File: config.mk
export PLATFORM = sky130hd
export DESIGN_NAME = sram_async_ctrl
export DESIGN_NICKNAME = d
export VERILOG_FILES = /design/src/rtl/sram_ctrl_pkg.sv /design/src/rtl/sram_timer.sv /design/src/rtl/sram_lane_sel.sv /design/src/rtl/sram_async_ctrl.sv
export SDC_FILE = /design/constraint.sdc
export NUM_CORES = 1
export LEC_CHECK = 0
export BUFFER_PORTS_ARGS = -buffer_cell sky130_fd_sc_hd__buf_2
export CAP_MARGIN = 0
export CELL_PAD_IN_SITES_DETAIL_PLACEMENT = 1
export CELL_PAD_IN_SITES_GLOBAL_PLACEMENT = 1
export CORE_AREA = 5 5 92 94
export DETAILED_ROUTE_END_ITERATION = 16
export DIE_AREA = 0 0 97 99
export PLACE_DENSITY = 0.81
export SETUP_SLACK_MARGIN = 0.2
export SLEW_MARGIN = 25
export SYNTH_ARGS = -nofsm -noshare
export SYNTH_HDL_FRONTEND = slang
export SYNTH_SLANG_ARGS = --single-unit
File: constraint.sdc
create_clock -name clk_i -period 2.7 [get_ports clk_i]
set_input_delay 0.54 -clock clk_i [delete_from_list [all_inputs] [get_ports clk_i]]
set_output_delay 0.54 -clock clk_i [all_outputs]
set_load 0.005 [all_outputs]
File: src/rtl/sram_ctrl_pkg.sv
package sram_ctrl_pkg;

  typedef enum logic [2:0] {
    ST_IDLE,
    ST_WSET,
    ST_WPUL,
    ST_WHLD,
    ST_RACC
  } sram_st_e;

  function automatic int unsigned cdiv(input int unsigned num, input int unsigned den);
    return (num + den - 1) / den;
  endfunction

  function automatic int unsigned umax(input int unsigned a, input int unsigned b);
    return (a > b) ? a : b;
  endfunction

endpackage

File: src/rtl/sram_timer.sv
module sram_timer #(
  parameter int unsigned W = 4
) (
  input  logic         clk_i,
  input  logic         rst_ni,
  input  logic         load_i,
  input  logic [W-1:0] val_i,
  output logic         zero_o
);
  logic [W-1:0] cnt_q;

  always_ff @(posedge clk_i or negedge rst_ni) begin
    if (!rst_ni)              cnt_q <= '0;
    else if (load_i)          cnt_q <= val_i;
    else if (cnt_q != '0)     cnt_q <= cnt_q - 1'b1;
  end

  assign zero_o = (cnt_q == '0);
endmodule

File: src/rtl/sram_lane_sel.sv
module sram_lane_sel #(
  parameter int unsigned NL = 2
) (
  input  logic [NL-1:0]   be_i,
  output logic [NL-1:0]   sel_no,
  output logic [NL*8-1:0] mask_o
);
  for (genvar g = 0; g < NL; g++) begin : g_lane
    assign sel_no[g]       = ~be_i[g];
    assign mask_o[g*8 +: 8] = {8{be_i[g]}};
  end
endmodule

File: src/rtl/sram_async_ctrl.sv
module sram_async_ctrl
  import sram_ctrl_pkg::*;
#(
  parameter int unsigned CLK_PERIOD_NS = 5,
  parameter int unsigned T_WC_NS       = 70,
  parameter int unsigned T_WP_NS       = 35,
  parameter int unsigned T_DS_NS       = 30,
  parameter int unsigned T_AA_NS       = 70,
  parameter int unsigned T_HZ_NS       = 30,
  parameter int unsigned AW            = 17,
  parameter int unsigned DW            = 16
) (
  input  logic            clk_i,
  input  logic            rst_ni,
  input  logic            req_valid_i,
  output logic            req_ready_o,
  input  logic            req_we_i,
  input  logic [AW-1:0]   req_addr_i,
  input  logic [DW-1:0]   req_wdata_i,
  input  logic [DW/8-1:0] req_be_i,
  output logic            rd_valid_o,
  output logic [DW-1:0]   rd_data_o,
  output logic            sram_ce_no,
  output logic            sram_we_no,
  output logic            sram_oe_no,
  output logic            sram_lb_no,
  output logic            sram_ub_no,
  output logic [AW-1:0]   sram_addr_o,
  output logic [DW-1:0]   sram_dq_o,
  input  logic [DW-1:0]   sram_dq_i,
  output logic            sram_dq_oe_o
);
  localparam int unsigned NL     = DW / 8;
  localparam int unsigned WP_CYC = umax(umax(cdiv(T_WP_NS, CLK_PERIOD_NS),
                                             cdiv(T_DS_NS, CLK_PERIOD_NS)), 1);
  localparam int unsigned AW_CYC = umax(cdiv(T_WC_NS, CLK_PERIOD_NS), WP_CYC + 1);
  localparam int unsigned SU_CYC = AW_CYC - WP_CYC;
  localparam int unsigned RD_CYC = umax(cdiv(T_AA_NS, CLK_PERIOD_NS), 1);
  localparam int unsigned TA_CYC = cdiv(T_HZ_NS, CLK_PERIOD_NS);
  localparam int unsigned CMAX   = umax(umax(SU_CYC, WP_CYC), umax(RD_CYC, TA_CYC));
  localparam int unsigned CW     = $clog2(CMAX + 1);

  sram_st_e        st_q;
  logic            accept;
  logic            ph_load, ph_zero, ta_load, ta_zero;
  logic [CW-1:0]   ph_val;
  logic [NL-1:0]   lane_sel_n, sel_nq;
  logic [DW-1:0]   lane_mask, mask_q;

  sram_lane_sel #(.NL(NL)) u_lane (
    .be_i   (req_be_i),
    .sel_no (lane_sel_n),
    .mask_o (lane_mask)
  );

  // phase length counter, loaded with (cycles - 1) on phase entry
  sram_timer #(.W(CW)) u_phase (
    .clk_i  (clk_i),
    .rst_ni (rst_ni),
    .load_i (ph_load),
    .val_i  (ph_val),
    .zero_o (ph_zero)
  );

  // bus turnaround after the RAM stops driving
  sram_timer #(.W(CW)) u_turn (
    .clk_i  (clk_i),
    .rst_ni (rst_ni),
    .load_i (ta_load),
    .val_i  (CW'(TA_CYC)),
    .zero_o (ta_zero)
  );

  assign req_ready_o = (st_q == ST_IDLE) && (!req_we_i || ta_zero);
  assign accept      = req_valid_i && req_ready_o;
  assign ta_load     = (st_q == ST_RACC) && ph_zero;

  always_comb begin
    ph_load = 1'b0;
    ph_val  = '0;
    if (accept) begin
      ph_load = 1'b1;
      ph_val  = req_we_i ? CW'(SU_CYC - 1) : CW'(RD_CYC - 1);
    end else if (st_q == ST_WSET && ph_zero) begin
      ph_load = 1'b1;
      ph_val  = CW'(WP_CYC - 1);
    end
  end

  always_ff @(posedge clk_i or negedge rst_ni) begin
    if (!rst_ni) begin
      st_q         <= ST_IDLE;
      sram_ce_no   <= 1'b1;
      sram_we_no   <= 1'b1;
      sram_oe_no   <= 1'b1;
      sel_nq       <= '1;
      mask_q       <= '0;
      sram_addr_o  <= '0;
      sram_dq_o    <= '0;
      sram_dq_oe_o <= 1'b0;
      rd_valid_o   <= 1'b0;
      rd_data_o    <= '0;
    end else begin
      rd_valid_o <= 1'b0;
      unique case (st_q)
        ST_IDLE: if (accept) begin
          sram_addr_o <= req_addr_i;
          sel_nq      <= lane_sel_n;
          mask_q      <= lane_mask;
          sram_ce_no  <= 1'b0;
          if (req_we_i) begin
            sram_dq_o    <= req_wdata_i;
            sram_dq_oe_o <= 1'b1;
            st_q         <= ST_WSET;
          end else begin
            sram_oe_no <= 1'b0;
            st_q       <= ST_RACC;
          end
        end
        ST_WSET: if (ph_zero) begin
          sram_we_no <= 1'b0;
          st_q       <= ST_WPUL;
        end
        ST_WPUL: if (ph_zero) begin
          sram_we_no <= 1'b1;
          st_q       <= ST_WHLD;
        end
        ST_WHLD: begin
          // we already high: hold data and address one cycle, then release
          sram_ce_no   <= 1'b1;
          sel_nq       <= '1;
          sram_dq_oe_o <= 1'b0;
          st_q         <= ST_IDLE;
        end
        ST_RACC: if (ph_zero) begin
          rd_data_o  <= sram_dq_i & mask_q;
          rd_valid_o <= 1'b1;
          sram_ce_no <= 1'b1;
          sram_oe_no <= 1'b1;
          sel_nq     <= '1;
          st_q       <= ST_IDLE;
        end
        default: st_q <= ST_IDLE;
      endcase
    end
  end

  assign sram_lb_no = sel_nq[0];
  assign sram_ub_no = sel_nq[1];
endmodule

==> results.toml <==
[yosys]
synth_top_cell_area_share = 0.554
share_of_the_yosys_chip_area_belonging_to_registers = 0.599
ys_async_sr_fraction = 1.00
synth-simple-area-share = 0.152
mappedNetlistArea_sq_mm = 0.00289
synth-compound-area-share = 0.0524
most_common_flop_cell_mapped_by_yosys = "sky130_fd_sc_hd__dfrtp_1"
synth_largest_area_cell = "sky130_fd_sc_hd__dfrtp_1"
yosys_warnings = 0
post_synth.cell_area_avg_sq_um = 12.0
count_of_different_cell_masters_after_synthesis = 36
post_synthesis_share_of_cell_area_spent_on_xor_and_xnor_gates = 0.00303
netlist_instances = 240
yosys_register_bits = 69
synth_edf_count = 0
post_synth_mux_area_share = 0.151
post_synth_main_area_contributors = "sky130_fd_sc_hd__dfrtp_1 (55%), sky130_fd_sc_hd__mux2_2 (9.0%), sky130_fd_sc_hd__nand2_1 (5.2%)"
synthesized_area_fraction_occupied_by_adder_cells = 0.00865
synth.net_count = 297
dominant_combinational_cell_family_by_area_after_synthesis = "simple AND/OR/NAND/NOR gates"

[global_route]
grt_start_max_net_pins = 45
grt_pass1_vias = 2572
total_routing_resource_utilization_after_global_routing = 0.164
grt.overflow.total = 0
grt_antenna_before_repair = 0
grt_pass1_wl_um = 12700

[cts]
number_of_hold_buffers_added_after_cts = 0
clkTransAtPathRegs_ns = 0.08
ctsRootBufferMaster = "sky130_fd_sc_hd__clkbuf_8"
tritoncts = "yes"
insertion_delay_ns = 0.33
clock_tree.htree_level_count = 3
clockBufferDepth = 2
numCtsBuffers = 9
cts.sink_count = 69

[die]
dieArea_sq_mm = 0.00960
placement_rows = 32
die_w_um = 97
initial_standard_cell_utilization_of_the_core = 0.382
std_cell_core_area_sq_mm = 0.00757
ioPinCount = 112
chipHeight_um = 99

[pwr]
p_seq_frac = 0.442
power.internal_mw = 2.87
total_leakage_power_nw = 1.94
vdd_drop_max_v = 0.000441
comb_power_share = 0.341
switching_share = 0.327
power_frac_clock = 0.217
p_switching_mw = 1.40
power.density_mw_per_mm2 = 1120

[critical_path]
category_of_the_worst_setup_path_capture_point = "output port"
startpoint_class = "register"
critical_path.max_fanout = 5
critical_path_class = "reg2out"
worst_ep_required_time_ns = 2.16
cp.arrival_ns = 1.73

[placed_design]
dp_hpwl_um = 5680
placement.io_buffers = 111
postPlaceCellArea_sq_mm = 0.00355
placed_cells_incl_taps = 445
dpl_worst_slack_ns = 0.541
last_weighted_congestion_value_of_the_routability_driven_placer = 0.719

[route]
met3WireLength_um = 559
first_iter_violations = 59
top_layer_used = "met4"
routed_via_density = 4.84
ant_nets = 0
drt_drc_violations_left = 0
route.layer.met1.wl_um = 3140
routed_wire_length_um = 7490
detailed_routed_wire_length_on_met2_um = 3730
dr.pass1.iters = 4
avgRoutedWirePerCell_um = 16.2
num_vias = 2247

[finish]
areaGrowthSynthToFinish_pct = 31.5
final_area_sq_mm = 0.00380
final_util = 0.503
number_of_fillers_in_the_final_layout = 865
layout.cells.non_filler = 464
fin_nets = 414
layout.cells.most_common_list = "sky130_fd_sc_hd__buf_2 (111), sky130_fd_sc_hd__dfrtp_1 (64), sky130_fd_sc_hd__nand2_1 (40)"
commonest_non_fill_non_tap_cell_in_the_layout = "sky130_fd_sc_hd__buf_2"
antennaDiodeCount = 0
final_layout_size_suffix_gt1_frac = 0.483

[sta]
hold_viol_final = 0
fmax_mhz = 441
unrepaired_setup_endpoints_after_global_routing = "no"
timing_worst_slew_pin_value_ns = 0.637
finalSetupViolations = 0
maxSlewHeadroom = 0.575
final_critical_path_setup_slack_ns = 0.432
layout_worst_path_cycle_share = 0.840
fin_tns_setup_ns = 0
period_needed_ns = 2.27
timing_max_transition_violations_final = 0
fin_worst_skew_ns = 0.0108

[run]
timing.max_cap.violations = 0

[min_path]
hold_path_class = "in2async"

[outcome]
status = "complete, no violations"
## power by group through the flow
stage | Combinational, mW | Sequential [mW] | Clock [mW]
2_1_floorplan | 0.795 | 1.84 | 0
3_3_place_gp | 1.39 | 1.87 | 0
3_5_place_dp | 1.46 | 1.90 | 0
4_1_cts | 1.47 | 1.89 | 0.962
5_1_grt | 1.65 | 1.97 | 1.01
6_report | 1.46 | 1.89 | 0.929
## per-layer routing
metal  vias up  global-route usage
met1      1112               0.193
li1       1053                   -
met2        75               0.282
met5         -                   0
met3         7              0.0566
met4         0              0.0486
## area by class of cell
type                    count  area, sq um  area share
multi-input cells         150         1070       0.280
inverters                   9         33.8     0.00888
flip-flops and latches     69         1730       0.456
clock buffers               9          124      0.0326
well taps                 102          128      0.0336
repair buffers            118          621       0.163
clock inverters             7         98.8      0.0260
## synth_stat cells (2+ instances only)
master / instances
sky130_fd_sc_hd__dfstp_2: 5
sky130_fd_sc_hd__nor2_1: 9
sky130_fd_sc_hd__or3_1: 2
sky130_fd_sc_hd__nor3b_1: 2
sky130_fd_sc_hd__nand3_1: 22
sky130_fd_sc_hd__nor3_1: 2
sky130_fd_sc_hd__o211ai_1: 2
sky130_fd_sc_hd__mux2_2: 23
sky130_fd_sc_hd__nor2b_1: 3
sky130_fd_sc_hd__nand2b_1: 2
sky130_fd_sc_hd__a21boi_0: 3
sky130_fd_sc_hd__ha_1: 2
sky130_fd_sc_hd__inv_1: 8
sky130_fd_sc_hd__a2bb2oi_1: 2
sky130_fd_sc_hd__buf_2: 4
sky130_fd_sc_hd__dfrtp_1: 64
sky130_fd_sc_hd__clkbuf_1: 6
sky130_fd_sc_hd__a21oi_1: 6
sky130_fd_sc_hd__mux2_4: 8
sky130_fd_sc_hd__o21ai_0: 5
sky130_fd_sc_hd__mux2_1: 5
sky130_fd_sc_hd__nand2_1: 40
sky130_fd_sc_hd__buf_6: 2
## sequential cells by signal (all words and copies together), names as in the netlist
signal	count
mask_q	2
rd_data_o	16
rd_valid_o	1
sel_nq	2
sram_addr_o	17
sram_ce_no	1
sram_dq_o	16
sram_dq_oe_o	1
sram_oe_no	1
sram_we_no	1
st_q	3
u_phase.cnt_q	4
u_turn.cnt_q	4
## kinds of logic (layout without fill, tap and decap cells)
logic type / Yosys count / count (layout)
AOI/OAI and AO/OA: 23 / 23
xor gates and xnor gates: 1 / 1
adders and majority gates: 2 / 2
buffers and inverters: 21 / 143
DFF: 69 / 69
muxes: 36 / 36
and+or+nand+nor: 88 / 88
## repair_timing
item	CTS	global route
endpoints found under the setup margin	0	1
gates resized for setup	0	1
buffers inserted	0	3
## critical path, stage by stage, from the launching register on
cell                      delay (ns)
sky130_fd_sc_hd__dfrtp_1        0.38
sky130_fd_sc_hd__inv_1          0.09
sky130_fd_sc_hd__ha_1           0.23
sky130_fd_sc_hd__nor3b_4        0.29
sky130_fd_sc_hd__nor2_1         0.09
sky130_fd_sc_hd__nor4_1         0.16
sky130_fd_sc_hd__buf_2          0.15
## final timing paths
kind | from | to | slack (ns) | cells after the start
worst min-delay path | rst_ni | sram_dq_o[9] | 0.23 | 1
max in group asynchronous | rst_ni | sram_ce_no | 1.77 | 2
min in group clk_i | req_be_i[0] | sel_nq[0] | 0.35 | 2
worst min register to register | rd_data_o[6] | rd_data_o[6] | 0.47 | 2
worst max-delay path | u_turn.cnt_q[0] | req_ready_o | 0.43 | 6
worst max register to register | u_turn.cnt_q[0] | sram_addr_o[11] | 0.48 | 7
## per-stage QoR
| step | hold slack [ns] | power [mW] |
|---|---|---|
| 2_1_floorplan | 0.244 | 2.64 |
| 3_3_place_gp | 0.444 | 3.25 |
| 3_5_place_dp | 0.457 | 3.36 |
| 4_1_cts | 0.224 | 4.32 |
| 5_1_grt | 0.253 | 4.62 |
| 6_report | 0.225 | 4.27 |
No activity file was read; power rests on OpenSTA's default activity.
